$ cat src/rtl/pwrsave_pkg.sv
// Package: shared constants and types for the idle power-down controller.
// Assumes exactly four ports, because the strap decode is defined for four.
package pwrsave_pkg;

    localparam int NPORT = 4;

    typedef logic [NPORT-1:0] port_vec_t;

    // Strap codes, named by the set of ports allowed to power down.
    typedef enum logic [1:0] {
        STRAP_NONE    = 2'b00,
        STRAP_NO_P0   = 2'b01,
        STRAP_NO_P3   = 2'b10,
        STRAP_ALL     = 2'b11
    } strap_code_t;

endpackage

$ cat src/rtl/idle_strap_decode.sv
// Module: registers the strap input and turns it into a per-port allow mask.
// Assumes: strap is static or slowly changing; a change is seen one clock later.
module idle_strap_decode
    import pwrsave_pkg::*;
(
    input  logic       clk,
    input  logic       rst_n,
    input  logic [1:0] strap,
    output port_vec_t  allow
);

    port_vec_t allow_next;

    // Purpose: map the strap code to the ports that may power down.
    always_comb begin
        unique case (strap_code_t'(strap))
            STRAP_NONE:  allow_next = 4'b0000;
            STRAP_NO_P0: allow_next = 4'b1110;
            STRAP_NO_P3: allow_next = 4'b0111;
            STRAP_ALL:   allow_next = 4'b1111;
            default:     allow_next = 4'b0000;
        endcase
    end

    // Purpose: hold the decoded mask; reset leaves all ports disallowed.
    always_ff @(posedge clk) begin
        if (!rst_n) begin
            allow <= '0;
        end else begin
            allow <= allow_next;
        end
    end

    AST_STRAP_NONE: assert property (@(posedge clk) disable iff (!rst_n)
        (rst_n && strap == 2'b00) |=> (allow == 4'b0000));
    AST_STRAP_ALL: assert property (@(posedge clk) disable iff (!rst_n)
        (rst_n && strap == 2'b11) |=> (allow == 4'b1111));
    AST_STRAP_P0_OFF: assert property (@(posedge clk) disable iff (!rst_n)
        (rst_n && strap == 2'b01) |=> (!allow[0] && $countones(allow) == 3));
    AST_STRAP_P3_OFF: assert property (@(posedge clk) disable iff (!rst_n)
        (rst_n && strap == 2'b10) |=> (!allow[3] && $countones(allow) == 3));

endmodule

$ cat src/rtl/idle_port_timer.sv
// Module: idle timer and enable flag for one port.
// Assumes: sig_det is synchronous to clk; TIMEOUT_CYC is at least 2.
// The enable drops at the TIMEOUT_CYC-th consecutive allowed low edge.
module idle_port_timer #(
    parameter longint TIMEOUT_CYC = 100,
    parameter int     CNT_W       = 7
) (
    input  logic clk,
    input  logic rst_n,
    input  logic allow,
    input  logic sig_det,
    output logic pwr_en
);

    localparam logic [CNT_W-1:0] LAST = CNT_W'(TIMEOUT_CYC - 1);

    logic [CNT_W-1:0] idle_cnt;
    logic             at_limit;

    // Purpose: flag the cycle in which this edge would complete the timeout.
    always_comb begin
        at_limit = (idle_cnt == LAST);
    end

    // Purpose: count idle edges, power down at the limit, wake on detect.
    always_ff @(posedge clk) begin
        if (!rst_n) begin
            idle_cnt <= '0;
            pwr_en   <= 1'b1;
        end else if (sig_det || !allow) begin
            idle_cnt <= '0;
            pwr_en   <= 1'b1;
        end else if (pwr_en) begin
            if (at_limit) begin
                pwr_en <= 1'b0;
            end else begin
                idle_cnt <= idle_cnt + CNT_W'(1);
            end
        end
    end

    AST_RESET_ON: assert property (@(posedge clk)
        !rst_n |=> (pwr_en && idle_cnt == '0));
    AST_CNT_BOUND: assert property (@(posedge clk) disable iff (!rst_n)
        idle_cnt <= LAST);
    AST_FALL_AT_LIMIT: assert property (@(posedge clk) disable iff (!rst_n)
        $fell(pwr_en) |-> ($past(idle_cnt) == LAST));
    AST_DET_WAKES: assert property (@(posedge clk) disable iff (!rst_n)
        (rst_n && sig_det) |=> (pwr_en && idle_cnt == '0));
    AST_NOSAVE_ON: assert property (@(posedge clk) disable iff (!rst_n)
        (rst_n && !allow) |=> pwr_en);

endmodule

$ cat src/rtl/idle_pwr_ctrl.sv
// Module: top of the four-port idle power-down controller.
// Assumes: sig_det is already synchronous to clk; the strap may change at any time.
// The timeout in cycles comes from CLK_HZ and TIMEOUT_TENTHS.
module idle_pwr_ctrl
    import pwrsave_pkg::*;
#(
    parameter int unsigned CLK_HZ         = 25_000_000,
    parameter int unsigned TIMEOUT_TENTHS = 25
) (
    input  logic       clk,
    input  logic       rst_n,
    input  logic [1:0] strap,
    input  logic [3:0] sig_det,
    output logic [3:0] pwr_en
);

    localparam longint TIMEOUT_CYC = (longint'(CLK_HZ) * longint'(TIMEOUT_TENTHS)) / 10;
    localparam int     CNT_W       = $clog2(TIMEOUT_CYC);

    port_vec_t allow;

    idle_strap_decode u_strap (
        .clk   (clk),
        .rst_n (rst_n),
        .strap (strap),
        .allow (allow)
    );

    // One independent timer per port.
    for (genvar p = 0; p < NPORT; p++) begin : g_port
        idle_port_timer #(
            .TIMEOUT_CYC (TIMEOUT_CYC),
            .CNT_W       (CNT_W)
        ) u_timer (
            .clk     (clk),
            .rst_n   (rst_n),
            .allow   (allow[p]),
            .sig_det (sig_det[p]),
            .pwr_en  (pwr_en[p])
        );
    end

    AST_DISALLOWED_ON: assert property (@(posedge clk) disable iff (!rst_n)
        (rst_n && strap == 2'b00) |=> ##1 (pwr_en == 4'b1111));

endmodule

$ cat config.mk
export PLATFORM = sky130hd
export DESIGN_NAME = idle_pwr_ctrl
export DESIGN_NICKNAME = d
export VERILOG_FILES = /design/src/rtl/pwrsave_pkg.sv /design/src/rtl/idle_strap_decode.sv /design/src/rtl/idle_port_timer.sv /design/src/rtl/idle_pwr_ctrl.sv
export SDC_FILE = /design/constraint.sdc
export NUM_CORES = 1
export LEC_CHECK = 0
export BUFFER_PORTS_ARGS = -buffer_cell sky130_fd_sc_hd__clkbuf_2
export CORE_ASPECT_RATIO = 1.1
export CORE_MARGIN = 2
export CORE_UTILIZATION = 47
export CTS_BUF_LIST = sky130_fd_sc_hd__clkbuf_4 sky130_fd_sc_hd__clkbuf_8
export CTS_CLUSTER_DIAMETER = 120
export CTS_CLUSTER_SIZE = 40
export DETAILED_ROUTE_END_ITERATION = 10
export GPL_TIMING_DRIVEN = 0
export PLACE_DENSITY_LB_ADDON = 0.25
export SYNTH_ARGS = -nofsm -noshare
export SYNTH_HDL_FRONTEND = slang
export SYNTH_SLANG_ARGS = --single-unit
$ cat constraint.sdc
create_clock -name clk -period 2.1 [get_ports clk]
set_input_delay 0.105 -clock clk [delete_from_list [all_inputs] [get_ports clk]]
set_output_delay 0.105 -clock clk [all_outputs]
set_load 0.1 [all_outputs]
==> impl_results.md, run 1 <==
* Tmin final at 2.06 ns
* Outcome: finished clean
* Worst hold path type: in -> reg
* Crit-path cells: ha_2, nand2_2, or4_1, buf_2, or4_1, a21oi_1
* CP max FO at 5
* Fmax at 0.484 GHz
* CP Class: reg -> reg
* Clock Power Share at 0.370
* NetSw at 0.755 mW
* Total Wirelength at 10300 µm
* Mapped Area at 0.00515 mm²
* Total Power at 3.45 mW
* Most common cell after layout, fill and taps aside: dfxtp_1
* Setup Skew at 0.0187 ns
* Seq pwr share at 0.613
* Post-route clock period utilization at 0.983
* Via count at 4295
* Die ar. at 0.0118 mm²
* Detailed Place HPWL at 7330 µm
* Post-synth top area share at 0.432
* Part of the Yosys area used for sequential elements at 0.432
* Count of final hold-check violations at 0
* Setup tns final at 0 ns
* Clock sinks at 111
* Global-route wire length before repair at 18000 µm
* Vias in the first global route at 4099
* Final setup vio count at 0
* Worst EP arrival at 2.37 ns
* I/O pin count at 12
* Critical path's slowest cell: or4_1
* Core box area at 0.0108 mm²
* LEAKAGE at 1.81 nW
* PwrDens at 596 mW/mm²
* Maximum clock path buffer count at 2
* Later-pin clock latency in the skew report at 0.38 ns
* DR DRC count at 0
* Startpoint Class: flip-flop
* H-tree depth at 3
* Area leader, netlist: dfxtp_1
* Top post-synthesis cells by area: dfxtp_1 43%, xor2_1 8.0%, nor2_1 7.0%, xnor2_1 5.6%, nand3_1 5.4%
* Layout cell share with drive strength beyond 1 at 0.0985
* Seq cells post-synth at 111
* Fin. max-slew vios at 0
* Diode count at 0
* Worst slew pin tran at 0.674 ns
* WL/cell at 12.9 µm
* DRT antenna net count at 0
* Max incr delay on CP at 0.51 ns
* Syn avg cell area at 8.40 µm²
* Unrepaired setup endpoints after global routing: yes
* Worst-path clk slew at 0.10 ns
* TritonCTS clock tree: yes
* Detailed Routing Iterations Pass 1 at 5
* Routability Congestion at 0.882
* Synthesized instance count at 613
* Sw Ratio at 0.219
* Largest net degree at the start of global routing at 18
* Vias per cell at 5.39
* Combinational cell fraction of total power at 0.017
* Post-synth cell types at 40
* Antenna violations before repair at 0
* Max-cap check violation count at 0
* Area grow syn2layout at 12.5%
* Maximum VDD drop at 0.287 mV
* Synth Net Count at 625
* Initial Utilization at 0.476
* Nets at 657
* Fin util at 0.536
* Worst endpoint required time at 2.41 ns
* Count of yosys warnings during synthesis at 0
* First DRT Iteration DRCs at 213
* Port-buffer cells at 11
* Root Buffer: clkbuf_8
* Global-route usage over all layers at 0.181
* CTS Buf Count at 9
* Die Width at 104 µm
* Slew margin rel. at 0.547
* Most frequent cells in the layout: 108 x dfxtp_1, 96 x nor2_1, 55 x nand3_1
* Cell row count at 40
* Total gr overflow at 0
* Die Span Y at 114 µm
* Crit end category: flip-flop
* Internal power at 2.69 mW
* Worst path most repeated cell: or4_1
## flip-flops by register name, summed over array words and instances, names as in the netlist
register                 count
u_strap.allow                3
g_port.u_timer.idle_cnt    104
g_port.u_timer.pwr_en        4
## through the flow
stage	hold slack [ns]	cell area [µm²]	setup WS, ns	instances
2_1_floorplan	0.232	5150	0.159	613
3_3_place_gp	0.326	5390	-0.238	771
3_5_place_dp	0.329	5390	-0.289	771
4_1_cts	0.0622	5670	0.00174	791
5_1_grt	0.0799	5790	-0.0791	797
6_report	0.0777	5790	0.0350	797
## cells by family (layout without fill, tap and decap cells)
| group | after synthesis | count (layout) | synth area share |
|---|---|---|---|
| buffers and inverters | 33 | 70 | 0.0277 |
| flip-flops | 111 | 111 | 0.432 |
| adder cells (fa/ha/maj) | 4 | 4 | 0.00972 |
| AND/OR/NAND/NOR | 335 | 335 | 0.338 |
| AO/OA/AOI/OAI | 50 | 50 | 0.0571 |
| XOR/XNOR | 80 | 80 | 0.136 |
## per-layer routing
| metal | up-vias | global-route usage | wire length [µm] |
|---|---|---|---|
| met5 | - | 0 | 0 |
| met4 | 0 | 0.0712 | 171 |
| met3 | 10 | 0.0383 | 229 |
| met2 | 53 | 0.312 | 4970 |
| met1 | 2010 | 0.224 | 4910 |
| li1 | 2222 | - | - |
## final timing paths
check	from	endpoint	slack [ns]	depth (start not counted)
worst min-delay path	rst_n	u_strap.allow[0]	0.08	2
worst max-delay path	g_port[2].u_timer.idle_cnt[1]	g_port[2].u_timer.idle_cnt[18]	0.04	6
worst max register to register	g_port[2].u_timer.idle_cnt[1]	g_port[2].u_timer.idle_cnt[18]	0.04	6
worst min register to register	g_port[3].u_timer.idle_cnt[4]	g_port[3].u_timer.idle_cnt[4]	0.51	2
## synth_stat cells (all sizes together)
| cell type | count |
|---|---|
| o41ai | 2 |
| and3b | 3 |
| or2 | 5 |
| a21bo | 1 |
| clkbuf | 15 |
| or4 | 6 |
| inv | 11 |
| o31ai | 2 |
| and2 | 9 |
| nand4b | 2 |
| dfxtp | 111 |
| a21o | 1 |
| xor2 | 47 |
| nand3 | 57 |
| nor4 | 21 |
| nor4b | 4 |
| nor3b | 1 |
| xnor2 | 33 |
| nor3 | 14 |
| nor4bb | 4 |
| nand3b | 2 |
| nor2b | 2 |
| nand2 | 44 |
| and4 | 9 |
| o21ai | 21 |
| a211oi | 2 |
| ha | 4 |
| nand4 | 29 |
| and3 | 9 |
| a21oi | 18 |
| buf | 7 |
| and4b | 1 |
| o211ai | 3 |
| or3 | 17 |
| nor2 | 96 |
## power by group through the flow
stage / Combinational (mW) / Sequential (mW) / Clock [mW]
floorplan: 0.0300 / 2.16 / 0
finish: 0.0570 / 2.11 / 1.28
CTS: 0.0549 / 2.12 / 1.32
global route: 0.0651 / 2.12 / 1.41
global placement: 0.0480 / 2.17 / 0
detailed placement: 0.0490 / 2.17 / 0
## worst max-delay path, delay by kind of cell (launching register included)
family | cells | cell delay (ns)
AOI/OAI and AO/OA | 1 | 0.17
adders and majority gates | 1 | 0.21
buffers and inverters | 1 | 0.17
DFF | 1 | 0.38
and+or+nand+nor | 3 | 1.07
## repair_timing
item / 4_1_cts / 5_1_grt
endpoints found under the setup margin: 40 / 34
pin swaps: 1 / 3
hold endpoints to repair: 4 / 0
hold buffers: 4 / 0
buffers inserted: 0 / 6
resized for setup: 9 / 13
## final cells by class
| cell class | count | area (µm²) |
|---|---|---|
| Tap cell | 147 | 184 |
| Timing Repair Buffer | 21 | 140 |
| Inverter | 11 | 41.3 |
| Sequential cell | 111 | 2230 |
| Fill cell | 1021 | 5020 |
| Multi-Input combinational cell | 469 | 2900 |
| Clock buffer | 10 | 131 |
| Buffer | 22 | 101 |
| Clock inverter | 6 | 61.3 |
Power figures use the tool's default switching activity.
==> run 2, diff against run 1 <==
--- a/config.mk
+++ b/config.mk
@@ -15,6 +15,7 @@
 export DETAILED_ROUTE_END_ITERATION = 10
 export GPL_TIMING_DRIVEN = 0
 export PLACE_DENSITY_LB_ADDON = 0.25
+export RECOVER_POWER = 25
 export SYNTH_ARGS = -nofsm -noshare
 export SYNTH_HDL_FRONTEND = slang
 export SYNTH_SLANG_ARGS = --single-unit
==> impl_results.md, run 2 (synthesis results as in run 1) <==
* Initial Utilization at 0.476
* PwrDens at 597 mW/mm²
* CP max FO at 5
* Crit-path cells: ha_2, nand2_2, or4_1, buf_2, or4_1, a21oi_1
* LEAKAGE at 1.81 nW
* Antenna violations before repair at 0
* Worst-path clk slew at 0.10 ns
* Cell row count at 40
* Outcome: finished clean
* Internal power at 2.69 mW
* Total gr overflow at 0
* Detailed Place HPWL at 7330 µm
* Diode count at 0
* Worst path most repeated cell: or4_1
* Fillers at 1024
* Area grow syn2layout at 12.3%
* Die Width at 104 µm
* Sw Ratio at 0.220
* Multi-input logic area at 0.00289 mm²
* Biggest regs: g_port.u_timer.idle_cnt (104), g_port.u_timer.pwr_en (4), u_strap.allow (3)
* Vias per cell at 5.38
* Die ar. at 0.0118 mm²
* Critical path's slowest cell: or4_1
* Maximum clock path buffer count at 2
* Via count at 4288
* WL/cell at 12.9 µm
* Max-cap check violation count at 0
* Largest register FFs at 104
* Total Wirelength at 10300 µm
* First DRT Iteration DRCs at 212
* Unrepaired setup endpoints after global routing: yes
* Post-route clock period utilization at 0.983
* Tmin final at 2.06 ns
* Largest net degree at the start of global routing at 18
* Global-route usage over all layers at 0.181
* DR DRC count at 0
* Worst hold path type: in -> reg
* Worst EP arrival at 2.37 ns
* Maximum VDD drop at 0.293 mV
* Worst slew pin tran at 1.17 ns
* TritonCTS clock tree: yes
* Later-pin clock latency in the skew report at 0.39 ns
* Slew margin rel. at 0.223
* Combinational cell fraction of total power at 0.017
* CP Class: reg -> reg
* CTS Buf Count at 9
* Detailed Routing Iterations Pass 1 at 4
* Most frequent cells in the layout: 108 x dfxtp_1, 96 x nor2_1, 56 x nand3_1
* Layout cell share with drive strength beyond 1 at 0.0938
* Crit end category: flip-flop
* Worst endpoint required time at 2.41 ns
* Routability Congestion at 0.882
* Global-route wire length before repair at 18000 µm
* Worst hold slack at 0.0803 ns
* Clock Power Share at 0.371
* Core box area at 0.0108 mm²
* Register Area at 0.00223 mm²
* Non-filler cells, final at 797
* Seq pwr share at 0.613
* Setup Skew at 0.0173 ns
* Fmax at 0.485 GHz
* Reg2Reg Setup Slack at 0.04 ns
* NetSw at 0.757 mW
* Cell count after placement at 771
* Clock sinks at 111
* Nets at 657
* H-tree depth at 3
* Max incr delay on CP at 0.51 ns
* Count of final hold-check violations at 0
* Fin. max-slew vios at 0
* Root Buffer: clkbuf_8
* Most common cell after layout, fill and taps aside: dfxtp_1
* Die Span Y at 114 µm
* Final setup vio count at 0
* Vias in the first global route at 4099
* Port-buffer cells at 11
* I/O pin count at 12
* Largest Register: g_port.u_timer.idle_cnt
* DRT antenna net count at 0
* Startpoint Class: flip-flop
[run 2: cell types whose count changed in the layout (fill, tap and decap cells not counted), sizes merged]
cell    change
clkbuf      +2
buf         -2
[run 2: cell type report]
class,instances,share of cell area
multi-input combinational,469,0.501
sequential,111,0.386
tap,147,0.0318
timing repair buffer,21,0.0238
clock buffer,10,0.0227
buffer,22,0.0175
clock inverter,6,0.0106
inverter,11,0.00714
[run 2: final timing paths]
check,startpoint,cells past startpoint,end
worst max register to register,g_port[2].u_timer.idle_cnt[1],6,g_port[2].u_timer.idle_cnt[18]
worst min-delay path,sig_det[3],3,g_port[3].u_timer.pwr_en
worst max-delay path,g_port[2].u_timer.idle_cnt[1],6,g_port[2].u_timer.idle_cnt[18]
worst min register to register,g_port[3].u_timer.idle_cnt[4],2,g_port[3].u_timer.idle_cnt[4]
[run 2: timing repair]
item                                    CTS  global route
hold buffers                              4             0
cloned                                    0             0
endpoints found under the setup margin   40            34
gates resized for setup                   9            13
endpoints found under the hold margin     4             0
pin swaps                                 1             3
buffers inserted                          0             6
[run 2: metrics by stage]
step                      TNS, ns   util  area (µm²)  power (mW)  setup slack [ns]
after floorplan                 0      -        5150        2.19             0.159
after global placement      -4.06  0.498        5390        2.21            -0.238
after detailed placement    -4.15  0.498        5390        2.21            -0.289
after CTS                       0  0.524        5670        3.50           0.00174
after global routing       -0.521  0.535        5780        3.60           -0.0845
final                           0  0.535        5780        3.45            0.0367
[run 2: routing by layer]
layer	vias to the layer above	global-route usage	share of wire
met5	-	0	0
met4	0	0.0712	0.017
met3	12	0.0383	0.027
met2	53	0.312	0.48
met1	2003	0.224	0.48
li1	2220	-	-
[run 2: worst max-delay path: cells and delay by family, from the launching register on]
family	cells	cell delay, ns
flops	1	0.38
fa+ha+maj	1	0.21
compound gates	1	0.17
buf+inv	1	0.17
simple gates	3	1.07
[run 2: power by group through the flow]
stage | Clock, mW | Sequential (mW) | Combinational [mW]
3_3_place_gp | 0 | 2.17 | 0.0480
2_1_floorplan | 0 | 2.16 | 0.0300
5_1_grt | 1.41 | 2.12 | 0.0650
4_1_cts | 1.32 | 2.12 | 0.0549
3_5_place_dp | 0 | 2.17 | 0.0490
6_report | 1.28 | 2.11 | 0.0569
